### src/rtl/tmr_ctrl_pkg.sv
package tmr_ctrl_pkg;

  localparam int unsigned CR_W   = 32;
  localparam int unsigned CAP_CH = 2;

  // bit positions of the control word
  localparam int unsigned B_SWRST     = 0;
  localparam int unsigned B_EN        = 1;
  localparam int unsigned B_MODE      = 2;
  localparam int unsigned B_PSYNC     = 4;
  localparam int unsigned B_STDBY     = 6;
  localparam int unsigned B_ONDEM     = 7;
  localparam int unsigned B_PRESC     = 8;
  localparam int unsigned B_ALOCK     = 11;
  localparam int unsigned B_DMAOS     = 15;
  localparam int unsigned B_CAPEN     = 16;
  localparam int unsigned B_CAPPIN    = 20;
  localparam int unsigned B_CAPMODE   = 24;
  localparam int unsigned CAPM_STRIDE = 3;

  typedef enum logic [1:0] {
    CW_16B  = 2'd0,
    CW_8B   = 2'd1,
    CW_32B  = 2'd2,
    CW_RSVD = 2'd3
  } cnt_width_e;

  typedef enum logic [1:0] {
    PSY_GCLK   = 2'd0,
    PSY_PRESC  = 2'd1,
    PSY_RESYNC = 2'd2,
    PSY_RSVD   = 2'd3
  } presc_sync_e;

  typedef struct packed {
    logic [CAP_CH-1:0][1:0] capt_mode;
    logic [CAP_CH-1:0]      capt_pin;
    logic [CAP_CH-1:0]      capt_en;
    logic                   dma_os;
    logic                   auto_lock;
    logic [2:0]             presc;
    logic                   on_demand;
    logic                   run_stdby;
    presc_sync_e            psync;
    cnt_width_e             cmode;
  } ctrl_fields_t;

endpackage

### src/rtl/tmr_ctrl_sync.sv
// Fixed-latency handshake model: busy rises on start, falls DELAY edges later.
module tmr_ctrl_sync #(
  parameter int unsigned DELAY = 3
) (
  input  logic clk,
  input  logic rst_n,
  input  logic start,
  input  logic flush,
  output logic busy_o,
  output logic done_o
);

  localparam int unsigned CNT_W = (DELAY > 1) ? $clog2(DELAY) : 1;
  localparam logic [CNT_W-1:0] CNT_LOAD = CNT_W'(DELAY - 1);

  logic             busy_q, busy_d;
  logic [CNT_W-1:0] cnt_q, cnt_d;
  logic             upd;

  assign upd    = flush | start | busy_q;
  assign done_o = busy_q & (cnt_q == '0) & ~flush;
  assign busy_o = busy_q;

  always_comb begin
    busy_d = busy_q;
    cnt_d  = cnt_q;
    if (flush) begin
      busy_d = 1'b0;
      cnt_d  = '0;
    end else if (start) begin
      busy_d = 1'b1;
      cnt_d  = CNT_LOAD;
    end else if (busy_q) begin
      if (cnt_q == '0) busy_d = 1'b0;
      else             cnt_d  = cnt_q - 1'b1;
    end
  end

  always_ff @(posedge clk or negedge rst_n) begin
    if (!rst_n) begin
      busy_q <= 1'b0;
      cnt_q  <= '0;
    end else if (upd) begin
      busy_q <= busy_d;
      cnt_q  <= cnt_d;
    end
  end

endmodule

### src/rtl/tmr_ctrl_fields.sv
// Storage for the lockable configuration fields.
module tmr_ctrl_fields
  import tmr_ctrl_pkg::*;
(
  input  logic            clk,
  input  logic            rst_n,
  input  logic            clr,
  input  logic            wr_ok,
  input  logic [CR_W-1:0] wdata,
  output ctrl_fields_t    fields_o
);

  ctrl_fields_t f_q, f_d;

  logic [CAP_CH-1:0][1:0] cm_d;
  logic [CAP_CH-1:0]      pin_d;
  logic [CAP_CH-1:0]      cen_d;
  logic                   unused_wbits;

  assign unused_wbits = ^{wdata[31:29], wdata[26], wdata[23:22], wdata[19:18],
                          wdata[14:12], wdata[B_EN], wdata[B_SWRST]};

  generate
    for (genvar ch = 0; ch < CAP_CH; ch++) begin : g_ch
      assign cm_d[ch]  = wr_ok ? wdata[B_CAPMODE + CAPM_STRIDE*ch +: 2] : f_q.capt_mode[ch];
      assign pin_d[ch] = wr_ok ? wdata[B_CAPPIN + ch] : f_q.capt_pin[ch];
      assign cen_d[ch] = wr_ok ? wdata[B_CAPEN + ch]  : f_q.capt_en[ch];
    end
  endgenerate

  always_comb begin
    f_d           = f_q;
    f_d.capt_mode = cm_d;
    f_d.capt_pin  = pin_d;
    f_d.capt_en   = cen_d;
    if (wr_ok) begin
      f_d.dma_os    = wdata[B_DMAOS];
      f_d.auto_lock = wdata[B_ALOCK];
      f_d.presc     = wdata[B_PRESC +: 3];
      f_d.on_demand = wdata[B_ONDEM];
      f_d.run_stdby = wdata[B_STDBY];
      if (wdata[B_PSYNC +: 2] != PSY_RSVD)
        f_d.psync = presc_sync_e'(wdata[B_PSYNC +: 2]);
      if (wdata[B_MODE +: 2] != CW_RSVD)
        f_d.cmode = cnt_width_e'(wdata[B_MODE +: 2]);
    end
    if (clr) f_d = '0;
  end

  always_ff @(posedge clk or negedge rst_n) begin
    if (!rst_n)             f_q <= '0;
    else if (clr || wr_ok)  f_q <= f_d;
  end

  assign fields_o = f_q;

endmodule

### src/rtl/tmr_ctrl_rdmux.sv
// Read word assembly and standby masking of the clock-request bit.
module tmr_ctrl_rdmux
  import tmr_ctrl_pkg::*;
(
  input  ctrl_fields_t    fields,
  input  logic            en,
  input  logic            standby,
  input  logic            rd_hit,
  output logic [CR_W-1:0] rdata_o,
  output logic            on_demand_eff_o
);

  logic [CR_W-1:0] word;

  assign on_demand_eff_o = fields.on_demand & ~(standby & ~fields.run_stdby);

  always_comb begin
    word = '0;
    for (int ch = 0; ch < CAP_CH; ch++) begin
      word[B_CAPMODE + CAPM_STRIDE*ch +: 2] = fields.capt_mode[ch];
      word[B_CAPPIN + ch]                   = fields.capt_pin[ch];
      word[B_CAPEN + ch]                    = fields.capt_en[ch];
    end
    word[B_DMAOS]       = fields.dma_os;
    word[B_ALOCK]       = fields.auto_lock;
    word[B_PRESC +: 3]  = fields.presc;
    word[B_ONDEM]       = on_demand_eff_o;
    word[B_STDBY]       = fields.run_stdby;
    word[B_PSYNC +: 2]  = fields.psync;
    word[B_MODE +: 2]   = fields.cmode;
    word[B_EN]          = en;
  end

  assign rdata_o = rd_hit ? word : '0;

endmodule

### src/rtl/tmr_ctrl_reg.sv
module tmr_ctrl_reg
  import tmr_ctrl_pkg::*;
#(
  parameter int unsigned       ADDR_W   = 4,
  parameter logic [ADDR_W-1:0] REG_OFS  = '0,
  parameter int unsigned       SYNC_CYC = 3
) (
  input  logic                  clk,
  input  logic                  rst_n,
  input  logic                  bus_wr,
  input  logic                  bus_rd,
  input  logic [ADDR_W-1:0]     bus_addr,
  input  logic [CR_W-1:0]       bus_wdata,
  output logic [CR_W-1:0]       bus_rdata,
  output logic                  bus_refuse,
  input  logic                  standby,
  output logic [2*CAP_CH-1:0]   capt_mode_o,
  output logic [CAP_CH-1:0]     capt_pin_o,
  output logic [CAP_CH-1:0]     capt_en_o,
  output logic                  dma_oneshot_o,
  output logic                  auto_lock_o,
  output logic [2:0]            presc_sel_o,
  output logic                  on_demand_o,
  output logic                  run_stdby_o,
  output logic [1:0]            presc_sync_o,
  output logic [1:0]            cnt_mode_o,
  output logic                  enable_o,
  output logic                  en_busy_o,
  output logic                  rst_busy_o
);

  logic         addr_hit, wr_acc, swrst_wr, norm_wr, locked, fld_wr, rd_hit;
  logic         en_start, en_done, en_busy, rst_busy, rst_done_unused;
  logic         en_q, en_d, tgt_q, tgt_d, en_upd;
  ctrl_fields_t fields;

  // bus decode
  assign addr_hit = (bus_addr == REG_OFS);
  assign wr_acc   = bus_wr & addr_hit & ~rst_busy;
  assign swrst_wr = wr_acc &  bus_wdata[B_SWRST];
  assign norm_wr  = wr_acc & ~bus_wdata[B_SWRST];
  assign locked   = en_q | en_busy;
  assign fld_wr   = norm_wr & ~locked;
  assign rd_hit   = bus_rd & addr_hit & ~rst_busy;
  assign bus_refuse = (bus_wr | bus_rd) & rst_busy;

  // enable request / effective value
  assign en_start = norm_wr & ~en_busy & (bus_wdata[B_EN] != en_q);
  assign en_upd   = swrst_wr | en_start | en_done;

  always_comb begin
    en_d  = en_q;
    tgt_d = tgt_q;
    if (swrst_wr) begin
      en_d  = 1'b0;
      tgt_d = 1'b0;
    end else if (en_start) begin
      tgt_d = bus_wdata[B_EN];
    end else if (en_done) begin
      en_d  = tgt_q;
    end
  end

  always_ff @(posedge clk or negedge rst_n) begin
    if (!rst_n) begin
      en_q  <= 1'b0;
      tgt_q <= 1'b0;
    end else if (en_upd) begin
      en_q  <= en_d;
      tgt_q <= tgt_d;
    end
  end

  tmr_ctrl_sync #(.DELAY(SYNC_CYC)) u_en_sync (
    .clk    (clk),
    .rst_n  (rst_n),
    .start  (en_start),
    .flush  (swrst_wr),
    .busy_o (en_busy),
    .done_o (en_done)
  );

  tmr_ctrl_sync #(.DELAY(SYNC_CYC)) u_rst_sync (
    .clk    (clk),
    .rst_n  (rst_n),
    .start  (swrst_wr),
    .flush  (1'b0),
    .busy_o (rst_busy),
    .done_o (rst_done_unused)
  );

  tmr_ctrl_fields u_fields (
    .clk      (clk),
    .rst_n    (rst_n),
    .clr      (swrst_wr),
    .wr_ok    (fld_wr),
    .wdata    (bus_wdata),
    .fields_o (fields)
  );

  tmr_ctrl_rdmux u_rdmux (
    .fields          (fields),
    .en              (en_q),
    .standby         (standby),
    .rd_hit          (rd_hit),
    .rdata_o         (bus_rdata),
    .on_demand_eff_o (on_demand_o)
  );

  // decoded field outputs
  assign capt_mode_o   = fields.capt_mode;
  assign capt_pin_o    = fields.capt_pin;
  assign capt_en_o     = fields.capt_en;
  assign dma_oneshot_o = fields.dma_os;
  assign auto_lock_o   = fields.auto_lock;
  assign presc_sel_o   = fields.presc;
  assign run_stdby_o   = fields.run_stdby;
  assign presc_sync_o  = fields.psync;
  assign cnt_mode_o    = fields.cmode;
  assign enable_o      = en_q;
  assign en_busy_o     = en_busy;
  assign rst_busy_o    = rst_busy;

endmodule

### config.mk
export PLATFORM = sky130hd
export DESIGN_NAME = tmr_ctrl_reg
export DESIGN_NICKNAME = d
export VERILOG_FILES = /design/src/rtl/tmr_ctrl_pkg.sv /design/src/rtl/tmr_ctrl_sync.sv /design/src/rtl/tmr_ctrl_fields.sv /design/src/rtl/tmr_ctrl_rdmux.sv /design/src/rtl/tmr_ctrl_reg.sv
export SDC_FILE = /design/constraint.sdc
export NUM_CORES = 1
export LEC_CHECK = 0
export BUFFER_PORTS_ARGS = -buffer_cell sky130_fd_sc_hd__buf_2
export CAP_MARGIN = 20
export CORE_ASPECT_RATIO = 1.4
export CORE_MARGIN = 1
export CORE_UTILIZATION = 40
export CTS_BUF_LIST = sky130_fd_sc_hd__clkbuf_8 sky130_fd_sc_hd__clkbuf_16
export DETAILED_ROUTE_END_ITERATION = 6
export HOLD_SLACK_MARGIN = 0.06
export PLACE_DENSITY = 0.81
export SLEW_MARGIN = 20
export SYNTH_ARGS = -nofsm -noshare
export SYNTH_HDL_FRONTEND = slang
export SYNTH_SLANG_ARGS = --single-unit
### constraint.sdc
create_clock -name clk -period 1.71 [get_ports clk]
set_input_delay 0.0855 -clock clk [delete_from_list [all_inputs] [get_ports clk]]
set_output_delay 0.0855 -clock clk [all_outputs]
set_load 0.02 [all_outputs]
## Word level (Yosys, flattened, before mapping)

Cells that the tools add are included.

| storage, ports and cells | value |
|---|---|
| register bits after elaboration | 27 |
| output and inout bits | 55 |
| logic and storage cells | 100 |

| cells by class | value |
|---|---|
| $add $sub $neg | 2 |
| eq/ne operators | 6 |
| multiplexer cells | 30 |
| bitwise logic cells | 27 |
| reductions and logical operators | 18 |

Operator list:

| operator | count |
|---|---|
| $mux W29 | 1 |
| $mux W2 | 11 |
| $mux W19 | 1 |
| $mux W1 | 16 |
| $reduce_and A3 Y1 | 5 |
| $and A1 B1 Y1 | 14 |
| $reduce_bool A2 Y1 | 6 |
| $mux W11 | 1 |
| $ne A2 B2 Y1 const B | 4 |
| $not A1 Y1 | 7 |
| $or A1 B1 Y1 | 6 |
| $logic_not A2 Y1 | 2 |
| $logic_not A4 Y1 | 1 |
| $reduce_and A2 Y1 | 2 |
| $sub A2 B1 Y2 const B | 2 |
| $ne A3 B1 Y1 const B | 1 |
| $reduce_bool A3 Y1 | 1 |
| $logic_or A1 B1 Y1 | 1 |
| $ne A1 B1 Y1 | 1 |

## Logic depth before layout (Yosys ltp)

| logic depth | value |
|---|---|
| depth after elaboration | 9 |
| mapped depth | 6 |

## Cells and area by module

Synthesis repeated with hierarchy kept, for this count alone.

| second synthesis, totals | value |
|---|---|
| cell total of the unflattened synthesis | 157 |
| area total of the unflattened synthesis | 1,594.0 µm² |

Modules (own cells, without submodules):

| module | times used | cells an instance | area an instance (µm²) | sequential area each (µm²) |
|---|---|---|---|---|
| tmr_ctrl_fields | 1 | 64 | 800.8 | 475.5 |
| tmr_ctrl_sync | 2 | 16 | 171.4 | 75.1 |
| tmr_ctrl_rdmux | 1 | 37 | 251.5 | 0.0 |
| tmr_ctrl_reg | 1 | 24 | 198.9 | 50.0 |

## Worst setup path before layout

Ideal clock, no wire load.

| timing path | value |
|---|---|
| path type | reg2out |
| start point | register u_fields.f_q, in the netlist u_fields.fields_o[4] |
| end point | output port bus_rdata[7] |
| arrival | 1,394 ps |
| path slack | 231 ps |
| cell stages (with the launch flop) | 4 |
| buffers on the path | 0 |
| cells stage by stage | dfrtp_1 inv_1 a21boi_0 and2_1 |

| on the way | value |
|---|---|
| longest elaborated chain between the ends | 5 |

Ends and longest elaborated chain:

| what | line | RTL |
|---|---|---|
| from (decl) | tmr_ctrl_fields.sv:13 | `ctrl_fields_t f_q, f_d;` |
| from (signal assigned) | tmr_ctrl_fields.sv:51 | `if (!rst_n) f_q <= '0;` |
| from (signal assigned) | tmr_ctrl_fields.sv:52 | `else if (clr \|\| wr_ok) f_q <= f_d;` |
| $not A1 Y1 | tmr_ctrl_rdmux.sv:15 | `assign on_demand_eff_o = fields.on_demand & ~(standby & ~fields.run_stdby);` |
| $and A1 B1 Y1 | tmr_ctrl_rdmux.sv:15 |  |
| $not A1 Y1 | tmr_ctrl_rdmux.sv:15 |  |
| $and A1 B1 Y1 | tmr_ctrl_rdmux.sv:15 |  |
| named net on_demand_o | tmr_ctrl_reg.sv:23 | `output logic on_demand_o,` |
| $mux W29 | tmr_ctrl_rdmux.sv:34 | `assign rdata_o = rd_hit ? word : '0;` |
| to (decl) | tmr_ctrl_reg.sv:14 | `output logic [CR_W-1:0] bus_rdata,` |

The timed path passes the listed nets, and every way through them passes these cells.

## Worst setup path after layout

| timing path | value |
|---|---|
| start point | register u_rst_sync.busy_q, in the netlist u_rst_sync.busy_o |
| end point | output port bus_rdata[1] |

| on the way | value |
|---|---|
| longest elaborated chain between the ends | 3 |

Ends and longest elaborated chain:

| what | line | RTL |
|---|---|---|
| from (decl) | tmr_ctrl_sync.sv:16 | `logic busy_q, busy_d;` |
| from (signal assigned) | tmr_ctrl_sync.sv:44 | `busy_q <= busy_d;` |
| $not A1 Y1 | tmr_ctrl_reg.sv:44 | `assign rd_hit = bus_rd & addr_hit & ~rst_busy;` |
| $and A1 B1 Y1 | tmr_ctrl_reg.sv:44 |  |
| $mux W29 | tmr_ctrl_rdmux.sv:34 |  |

No other way between the ends.

==> run metrics <==
CP Data Required Time 1.62 ns; number of synthesized register bits 27; Layout Skew 0.00138 ns; row cnt 26; share of the synthesized area in the top cell type 43.7%; share of layout cells above drive strength 1 37.1%; final setup violation count 0; Die X 54.5 µm; Min-Delay Path Class input pin to flip-flop; Worst-Margin Slew a little under 0.6 ns; hold depth 3; Core Area 0.00368 mm²; final instance area 0.00204 mm²; Final Util 55.4%; Worst R2R Setup Slack 0.23 ns; Clk Latency, worst-skew pair 0.27 ns; nets 276; vias in the first global route roughly 1,300; routed wire length 3.43 mm; Filler cells about 360; Pre-antenna DRT Iters 4; Synth Cell Area 0.00155 mm²; FF-to-FF path depth 5; most frequent cells in the layout 72 x buf_2, 27 x dfrtp_1, 22 x and2_1; cell taking the most area after synthesis dfrtp_1; first-pass GRT wire length ~5.3 mm; CP peak stage delay 0.44 ns; RSZ-0062 raised after global routing false; Reg clk slew, reported paths ~0.08 ns; Antenna diodes 0; GRT overflow 0; hpwl dp around 2.5 mm; CTS tree built; Mapped Cells about 150; Mapped Avg Cell Area 10.0 µm²; CTS Buffer Depth 2; Worst setup EP type output port; Clock Tree Root clkbuf_8; setup TNS 0 ns; register area share after synthesis a little over two fifths; Die Span Y 75.5 µm; Max Slew Vio Count 0; # DRC 0; cells along the critical path nor2_2 > and3_4 > buf_4 > and2_1 > buf_2; Max FO, Critical Path 10; Synth async-reset ratio 100%; Period minus WS final roughly 1.6 ns; CP max stage cell dfrtp_1; Fmax 629 MHz; Max Cap Violations 0; power consumption 2.09 mW; Vias/cell 4.82; largest net degree at the start of global routing 28; crit path DAT 1.50 ns; Area after DPL 0.00180 mm²; ranking of synthesized cells by area dfrtp_1 44%, buf_4 13%, a22o_1 9.1%; Die Area ~0.0041 mm²; crit path kind flip-flop to output port; initial drt markers 26; status complete, no violations; Max-slew headroom around three fifths; Place WS approximately 0.25 ns; pwr/cell area 1020 mW/mm²; Area growth syn-to-layout 31.8%; commonest non-fill, non-tap cell in the layout buf_2; num ports 96; final worst slack 0.120 ns; Routed WL per cell between 10 and 15 µm; Worst Path Buf+Inv 2; Hold Vio Cnt, Final 0; ys flop type dfrtp_1; CP Launch Type flip-flop; GRT Total Usage 17.8%; Vias 1,320; Synth Warn # 0; Clock H-tree levels 1; critical path's top delay family simple AND/OR/NAND/NOR gates; routability cong. 0.798; TritonCTS buffer count 3; Post-synth EDFFs 0; Leakage 1.14 nW; ANT nets after route 0; antenna violations before repair 0; number of cells on the critical path 5; fin crit share roughly 93%; number of port buffers 72; CTS sink cnt 27; synth unique cells 32; VDD IR max 0.604 mV; initial core utilization 42.0%
## per-layer routing
layer | track usage (%) | vias to the layer above | wire length, µm
li1 | - | 640 | -
met1 | 19.9 | 616 | 1340
met2 | 32.5 | 57 | 1840
met3 | 2.40 | 7 | 185
met4 | 7.98 | 0 | 65
met5 | 0 | - | 0
## layout make-up
class / count / area, µm² / area share (%)
clock buffer: 3 / 41.3 / 2.03
clock inverter: 1 / 3.75 / 0.184
inverter: 6 / 22.5 / 1.11
multi-input combinational: 101 / 669 / 32.9
sequential: 27 / 676 / 33.2
tap: 42 / 52.6 / 2.58
timing repair buffer: 94 / 572 / 28.1
## flip-flops by register name, summed over array words and instances (netlist names)
signal / cells
u_rst_sync.busy_o: 1
u_rst_sync.cnt_q: 2
tgt_q: 1
u_en_sync.busy_o: 1
enable_o: 1
u_en_sync.cnt_q: 2
u_fields.fields_o: 19
## worst min-delay path: stages
cell and delay [ns]:
buf_2 0.10, nand2_1 0.05, a2bb2oi_1 0.05
## worst paths after layout
check,startpoint,to
min in group asynchronous,rst_n,u_rst_sync.cnt_q[0]
min reg2reg,tgt_q,tgt_q
max reg2reg,u_rst_sync.busy_o,u_fields.fields_o[15]
max in group asynchronous,rst_n,enable_o
min,bus_wdata[4],u_fields.fields_o[2]
max,u_rst_sync.busy_o,bus_rdata[1]
## cell usage after synthesis, types with 3 or more instances
master      n
nand2_1     7
nand2b_1    3
and2_1     22
dfrtp_1    27
a2bb2oi_1   4
inv_1       6
a22o_1     16
buf_4      27
nor2_1     12
## what timing repair did
item / CTS / global route
buffers inserted: 0 / 1
endpoints found under the hold margin: 43 / 0
hold buffers: 17 / 0
endpoints found under the setup margin: 0 / 20
resized for setup: 0 / 5
## through the flow
stage | hold slack, ns | instances
after CTS | 0.0609 | 272
after global placement | 0.133 | 251
after global routing | 0.0612 | 274
after floorplan | -0.210 | 165
after detailed placement | 0.132 | 251
final | 0.0628 | 274
## power by group
group	internal [mW]	switching, mW
sequential	0.820	0.136
clock	0.161	0.183
combinational	0.353	0.433
total	1.33	0.753
## cells by family after synthesis
logic type / count (synthesis) / share of synthesized area [%]
AOI/OAI and AO/OA: 28 / 15.1
xor gates and xnor gates: 2 / 1.13
adders and majority gates: 2 / 1.62
buffers and inverters: 37 / 16.1
DFF: 27 / 43.7
muxes: 1 / 0.648
other: 1 / 0.243
and+or+nand+nor: 56 / 21.5
(Power assumes the default switching activity.)
